**config.mk**
```make
export PLATFORM = sky130hd
export DESIGN_NAME = fmt_mul8
export DESIGN_NICKNAME = d
export VERILOG_FILES = /design/src/rtl/fmt_mul8_pkg.sv /design/src/rtl/fmt_mul8_capture.sv /design/src/rtl/fmt_mul8_array.sv /design/src/rtl/fmt_mul8_post.sv /design/src/rtl/fmt_mul8.sv
export SDC_FILE = /design/constraint.sdc
export NUM_CORES = 1
export LEC_CHECK = 0
export BUFFER_PORTS_ARGS = -buffer_cell sky130_fd_sc_hd__buf_2
export CAP_MARGIN = 20
export CORE_MARGIN = 8
export CORE_UTILIZATION = 50
export CTS_CLUSTER_SIZE = 20
export DETAILED_ROUTE_END_ITERATION = 10
export GPL_ROUTABILITY_DRIVEN = 0
export GPL_TIMING_DRIVEN = 0
export PLACE_DENSITY = 0.74
export SLEW_MARGIN = 20
export SYNTH_ARGS = -nofsm -noshare
export SYNTH_HDL_FRONTEND = slang
export SYNTH_HIERARCHICAL = 1
export SYNTH_SLANG_ARGS = --single-unit
```
**constraint.sdc**
```tcl
create_clock -name clk_i -period 15.4 [get_ports clk_i]
set_clock_uncertainty 0.15 [all_clocks]
set_input_delay 4.62 -clock clk_i [delete_from_list [all_inputs] [get_ports clk_i]]
set_output_delay 4.62 -clock clk_i [all_outputs]
set_load 0.02 [all_outputs]
```
**src/rtl/fmt_mul8_pkg.sv**
```systemverilog
package fmt_mul8_pkg;

  typedef enum logic [2:0] {
    FMT_UU  = 3'd0,
    FMT_SS  = 3'd1,
    FMT_SU  = 3'd2,
    FMT_FUU = 3'd3,
    FMT_FSS = 3'd4,
    FMT_FSU = 3'd5
  } fmt_e;

  typedef struct packed {
    logic a_sgn;
    logic b_sgn;
    logic frac;
  } mode_t;

  function automatic mode_t decode_fmt(input logic [2:0] code);
    mode_t m;
    m = '0;
    case (code)
      FMT_SS:  begin m.a_sgn = 1'b1; m.b_sgn = 1'b1; end
      FMT_SU:  begin m.a_sgn = 1'b1; end
      FMT_FUU: begin m.frac = 1'b1; end
      FMT_FSS: begin m.a_sgn = 1'b1; m.b_sgn = 1'b1; m.frac = 1'b1; end
      FMT_FSU: begin m.a_sgn = 1'b1; m.frac = 1'b1; end
      default: m = '0;
    endcase
    return m;
  endfunction

endpackage

```
**src/rtl/fmt_mul8_capture.sv**
```systemverilog
module fmt_mul8_capture
  import fmt_mul8_pkg::*;
#(
  parameter int W  = 8,
  localparam int XW = W + 1
) (
  input  logic          clk_i,
  input  logic          rst_ni,
  input  logic          start_i,
  input  logic [W-1:0]  a_i,
  input  logic [W-1:0]  b_i,
  input  logic [2:0]    fmt_i,
  output logic          pend_o,
  output logic [XW-1:0] a_x_o,
  output logic [XW-1:0] b_x_o,
  output logic          frac_o
);

  mode_t        mode;
  logic         pend_q, frac_q;
  logic [XW-1:0] a_q, b_q;

  assign mode = decode_fmt(fmt_i);

  always_ff @(posedge clk_i or negedge rst_ni) begin
    if (!rst_ni) begin
      pend_q <= 1'b0;
      frac_q <= 1'b0;
      a_q    <= '0;
      b_q    <= '0;
    end else if (start_i && !pend_q) begin
      pend_q <= 1'b1;
      frac_q <= mode.frac;
      // extend by one bit: sign bit for signed operands, zero otherwise
      a_q    <= {mode.a_sgn & a_i[W-1], a_i};
      b_q    <= {mode.b_sgn & b_i[W-1], b_i};
    end else begin
      pend_q <= 1'b0;
    end
  end

  assign pend_o = pend_q;
  assign a_x_o  = a_q;
  assign b_x_o  = b_q;
  assign frac_o = frac_q;

endmodule

```
**src/rtl/fmt_mul8_array.sv**
```systemverilog
module fmt_mul8_array #(
  parameter int W  = 8,
  localparam int XW = W + 1,
  localparam int PW = 2 * W
) (
  input  logic [XW-1:0] a_x_i,
  input  logic [XW-1:0] b_x_i,
  output logic [PW-1:0] prod_o
);

  logic [PW-1:0] a_ext;
  logic [PW-1:0] pp  [XW];
  logic [PW-1:0] acc [XW+1];

  assign a_ext  = {{(PW-XW){a_x_i[XW-1]}}, a_x_i};
  assign acc[0] = '0;

  for (genvar i = 0; i < XW; i++) begin : g_row
    if (i == XW - 1) begin : g_sign
      // top bit of the extended multiplier carries negative weight
      assign pp[i] = b_x_i[i] ? (~(a_ext << i) + 1'b1) : '0;
    end else begin : g_mag
      assign pp[i] = b_x_i[i] ? (a_ext << i) : '0;
    end
    assign acc[i+1] = acc[i] + pp[i];
  end

  assign prod_o = acc[XW];

endmodule

```
**src/rtl/fmt_mul8_post.sv**
```systemverilog
module fmt_mul8_post #(
  parameter int W  = 8,
  localparam int PW = 2 * W
) (
  input  logic          clk_i,
  input  logic          rst_ni,
  input  logic          valid_i,
  input  logic          frac_i,
  input  logic [PW-1:0] prod_i,
  output logic [PW-1:0] result_o,
  output logic          carry_o,
  output logic          zero_o,
  output logic          done_o
);

  logic [PW-1:0] shaped;
  logic [PW-1:0] res_q;
  logic          carry_q, zero_q, done_q;

  always_comb begin
    shaped = frac_i ? {prod_i[PW-2:0], 1'b0} : prod_i;
  end

  always_ff @(posedge clk_i or negedge rst_ni) begin
    if (!rst_ni) begin
      res_q   <= '0;
      carry_q <= 1'b0;
      zero_q  <= 1'b0;
      done_q  <= 1'b0;
    end else begin
      done_q <= valid_i;
      if (valid_i) begin
        res_q   <= shaped;
        carry_q <= prod_i[PW-1];
        zero_q  <= (shaped == '0);
      end
    end
  end

  assign result_o = res_q;
  assign carry_o  = carry_q;
  assign zero_o   = zero_q;
  assign done_o   = done_q;

endmodule

```
**src/rtl/fmt_mul8.sv**
```systemverilog
module fmt_mul8 #(
  parameter int W = 8
) (
  input  logic           clk_i,
  input  logic           rst_ni,
  input  logic           start_i,
  input  logic [W-1:0]   a_i,
  input  logic [W-1:0]   b_i,
  input  logic [2:0]     fmt_i,
  output logic [2*W-1:0] result_o,
  output logic           carry_o,
  output logic           zero_o,
  output logic           done_o
);

  localparam int XW = W + 1;
  localparam int PW = 2 * W;

  logic          pend;
  logic          frac;
  logic [XW-1:0] a_x, b_x;
  logic [PW-1:0] prod;

  fmt_mul8_capture #(.W(W)) i_capture (
    .clk_i   (clk_i),
    .rst_ni  (rst_ni),
    .start_i (start_i),
    .a_i     (a_i),
    .b_i     (b_i),
    .fmt_i   (fmt_i),
    .pend_o  (pend),
    .a_x_o   (a_x),
    .b_x_o   (b_x),
    .frac_o  (frac)
  );

  fmt_mul8_array #(.W(W)) i_array (
    .a_x_i  (a_x),
    .b_x_i  (b_x),
    .prod_o (prod)
  );

  fmt_mul8_post #(.W(W)) i_post (
    .clk_i    (clk_i),
    .rst_ni   (rst_ni),
    .valid_i  (pend),
    .frac_i   (frac),
    .prod_i   (prod),
    .result_o (result_o),
    .carry_o  (carry_o),
    .zero_o   (zero_o),
    .done_o   (done_o)
  );

endmodule

```
Word level (Yosys, flattened, before mapping):

Index checks and enable logic that the tools add are counted.

* register bits after elaboration: 39
* output and inout port bits: 19

* equality and inequality tests: 5
* multiplexer cells: 14
* bitwise gates (word level): 3
* add/sub/neg operators: 9
* reductions and logical operators: 6

Operators by type and width (count)
* $mux W16: 10
* $add A16 B16 Y16: 8
* $add A16 B1 Y16 const B: 1
* $logic_not A16 Y1: 1
* $not A16 Y16: 1
* $eq A3 B2 Y1 const B: 2
* $eq A3 B3 Y1 const B: 2
* $mux W1: 4
* $reduce_or A4 Y1: 1
* $eq A3 B1 Y1 const B: 1
* $reduce_or A3 Y1: 1
* $and A1 B1 Y1: 2
* $reduce_or A2 Y1: 1
* $logic_and A1 B1 Y1: 1
* $logic_not A1 Y1: 1

Longest topological paths before layout:

* depth after elaboration: 11
* depth in mapped cells: 23
* depth with buffers taken out: 22

By module:

The synthesis kept the hierarchy.

Modules (own cells, without submodules)
* fmt_mul8_array: area an instance 2712.6 sq um, seq. area each 0.0 sq um, times used 1, cells each 292
* fmt_mul8_post: area an instance 907.1 sq um, seq. area each 475.5 sq um, times used 1, cells each 84
* fmt_mul8_capture: area an instance 855.8 sq um, seq. area each 500.5 sq um, times used 1, cells each 54

Least setup slack after synthesis:

Ideal clock, no wire load.

* path type: input-to-reg
* from: in start_i
* to: reg i_capture.a_q[0] (netlist: i_capture/a_x_o[0])
* data required time: 15.125 ns
* slack: 9.854 ns
* arrival: 5.271 ns
* stages: 4
* library setup time: 0.125 ns
* path buffers: 2
* cells stage by stage: nor2b_4 > buf_6 > buf_12 > mux2_4

* longest elaborated chain between the ends: 1

Ends and longest elaborated chain
* start, declared: RTL line fmt_mul8.sv:6 `input logic start_i,`
* $logic_and A1 B1 Y1: RTL line fmt_mul8_capture.sv:31 `end else if (start_i && !pend_q) begin`
* end signal, assigned: RTL line fmt_mul8_capture.sv:35 `a_q <= {mode.a_sgn & a_i[W-1], a_i};`
* end, declared: RTL line fmt_mul8_capture.sv:21 `logic [XW-1:0] a_q, b_q;`

No other way between the ends.
A chain may end at the register's enable or synchronous reset.

Final worst setup path:

* from: reg i_post.carry_q (netlist: i_post/carry_o)
* to: out carry_o

RTL lines
* start, declared: RTL line fmt_mul8_post.sv:18 `logic carry_q, zero_q, done_q;`
* start signal, assigned: RTL line fmt_mul8_post.sv:34 `carry_q <= prod_i[PW-1];`
* end, declared: RTL line fmt_mul8.sv:11 `output logic carry_o,`

No word-level cell between the ends.

==> run metrics <==
status finished clean; Max-Cap Viols 0; drt pass-1 iters 4; Hold Buf Count CTS 0; Post-CTS Resized 0; Port Buffers 40; first-pass GRT wire length 15.4 mm; via density per instance 5.14; TritonCTS clock tree built; Critical Path, Cell by Cell buf_2; Worst setup SP type flop; H-tree depth 2; FMAX 178 MHz; WP data arrival 0.85 ns; Seq cells post-synth 39; CP max FO 2; Routed WL per cell 15.2 µm; total clock sinks 39; via count 3011; Required @ worst endpoint 10.63 ns; flop-to-flop setup slack 9.81 ns; Final Max Tran Viols 0; CP Buf/Inv Count 1; family with the most delay on the worst path flip-flops; total CTS buffers 5; Hold Crit Class reg2reg; Area Growth Syn to Fin 10.1%; post-synth cell types 45; final hold slack 0.366 ns; initial antenna violation count 0; Worst-Margin Slew 0.863 ns; asr flop ratio synth 100%; vias in the first global route 3284; endpoints failing setup 0; IO Count 41; Post-Syn Area 4480 µm²; CORE AREA 8720 µm²; CP max-delay cell dfrtp_1; area of the multi-input gates 3120 µm²; Post-Syn Area per Cell 10.4 µm²; ys flop type dfrtp_1; Layout fillers 778; Setup Crit Path Kind reg2out; sequential share of the synthesized area 21.8%; Die Area 12200 µm²; # diodes 0; count of final hold-check violations 0; number of synthesized flops with an enable pin 0; Critical Path Sink Type output pin; Die Span Y 111 µm; Slew headroom 42.5%; Worst-path clk slew 0.08 ns; Initial Utilization 51.3%; Synth Warn # 6; Post-Syn Nets 537; CTS root buf clkbuf_8; HPWL Detailed 7.29 mm; nets@finish 584; layout cells sized above 1 18.8%; pin count of the biggest net entering global routing 40; Max Root-Sink Buffers 2; worst skew pair latency 0.29 ns; RSZ-0062 raised after global routing no; gr ovfl total 0; overall global routing resource usage 15.0%; setup TNS 0 ns; CP max stage delay 0.39 ns; detailed-route wire length 8.89 mm; num rows 34; Register Area 976 µm²; postcts setup bufs 0; DIE WIDTH 111 µm; Tcrit/Tclk final 36.5%; Tmin final 5.62 ns; First DRT Iteration DRCs 91; Routed Antenna Nets 0; DRC 0; cells after synthesis 430
==> registers in the layout, indices dropped and copies added (netlist names) <==
name / cells
i_capture/a_x_o: 9
i_capture/b_x_o: 9
i_capture/frac_o: 1
i_capture/pend_o: 1
i_post/carry_o: 1
i_post/done_o: 1
i_post/result_o: 16
i_post/zero_o: 1
==> worst paths after layout <==
| path | start | end | depth (start not counted) |
|---|---|---|---|
| setup reg to reg | i_capture/a_x_o[0] | i_post/zero_o | 20 |
| setup / recovery | i_post/carry_o | carry_o | 1 |
| hold / removal | i_capture/pend_o | i_post/done_o | 0 |
| min in group asynchronous | rst_ni | i_post/result_o[10] | 1 |
| max in group asynchronous | rst_ni | i_capture/a_x_o[7] | 1 |
| hold reg to reg | i_capture/pend_o | i_post/done_o | 0 |
==> logic make-up after synthesis <==
kind of cell,share of synthesized area [%]
adder cells (fa/ha/maj),34.3
buffers and inverters,8.50
AND/OR/NAND/NOR,16.0
XOR/XNOR,4.03
flip-flops,21.8
multiplexers,8.64
AO/OA/AOI/OAI,6.68
==> cell type report <==
cell class / instances / area share [%]
Buffer: 16 / 2.61
Multi-Input combinational cell: 308 / 63.3
Clock buffer: 6 / 1.68
Clock inverter: 2 / 0.711
Timing Repair Buffer: 40 / 4.06
Inverter: 67 / 5.10
Sequential cell: 39 / 19.8
Tap cell: 108 / 2.74
==> cells in the mapped netlist (6+ instances only) <==
cell type  number  area share, %
nor2_1         23            1.9
nand2_1        21            1.8
ha_1           22            6.2
o21ai_0         6           0.67
xor2_1          8            1.6
mux2i_1        15            3.4
and2_1         51            7.1
fa_1           63             28
a21oi_1        24            2.7
inv_1          67            5.6
and2_2          7            1.2
dfrtp_1        39             22
mux2_4         12            4.0
xnor2_1        10            2.0
==> layer usage <==
layer	share of wire (%)	vias to the layer above	global-route usage, %
met3	4.5	13	3.84
li1	-	1454	-
met1	45	1486	18.3
met4	1.4	0	4.05
met5	0	-	0
met2	49	58	25.6
==> through the flow <==
stage                     std cells  area, µm²  utilization (%)  worst slack [ns]
after floorplan                 430       4480                -              9.85
after global placement          578       4810             55.2              9.73
after detailed placement        578       4810             55.2              9.71
after CTS                       586       4930             56.5              9.76
after global routing            586       4930             56.5              9.45
final                           586       4930             56.5              9.78
==> cells in the final DEF (no fill, tap or decap), types with 6 or more instances in the layout <==
cell type   n
dfrtp_1    39
xor2_1      8
a21oi_1    24
nand2_1    21
mux2_4     12
and2_1     51
and2_2      7
mux2i_1    15
ha_1       22
inv_1      67
nor2_1     23
clkbuf_8    6
buf_2      44
o21ai_0     6
fa_1       63
xnor2_1    10
Power is left out: the tool's default activity adds up to more than one toggle a clock period on the data nets, which glitch-free logic cannot reach.
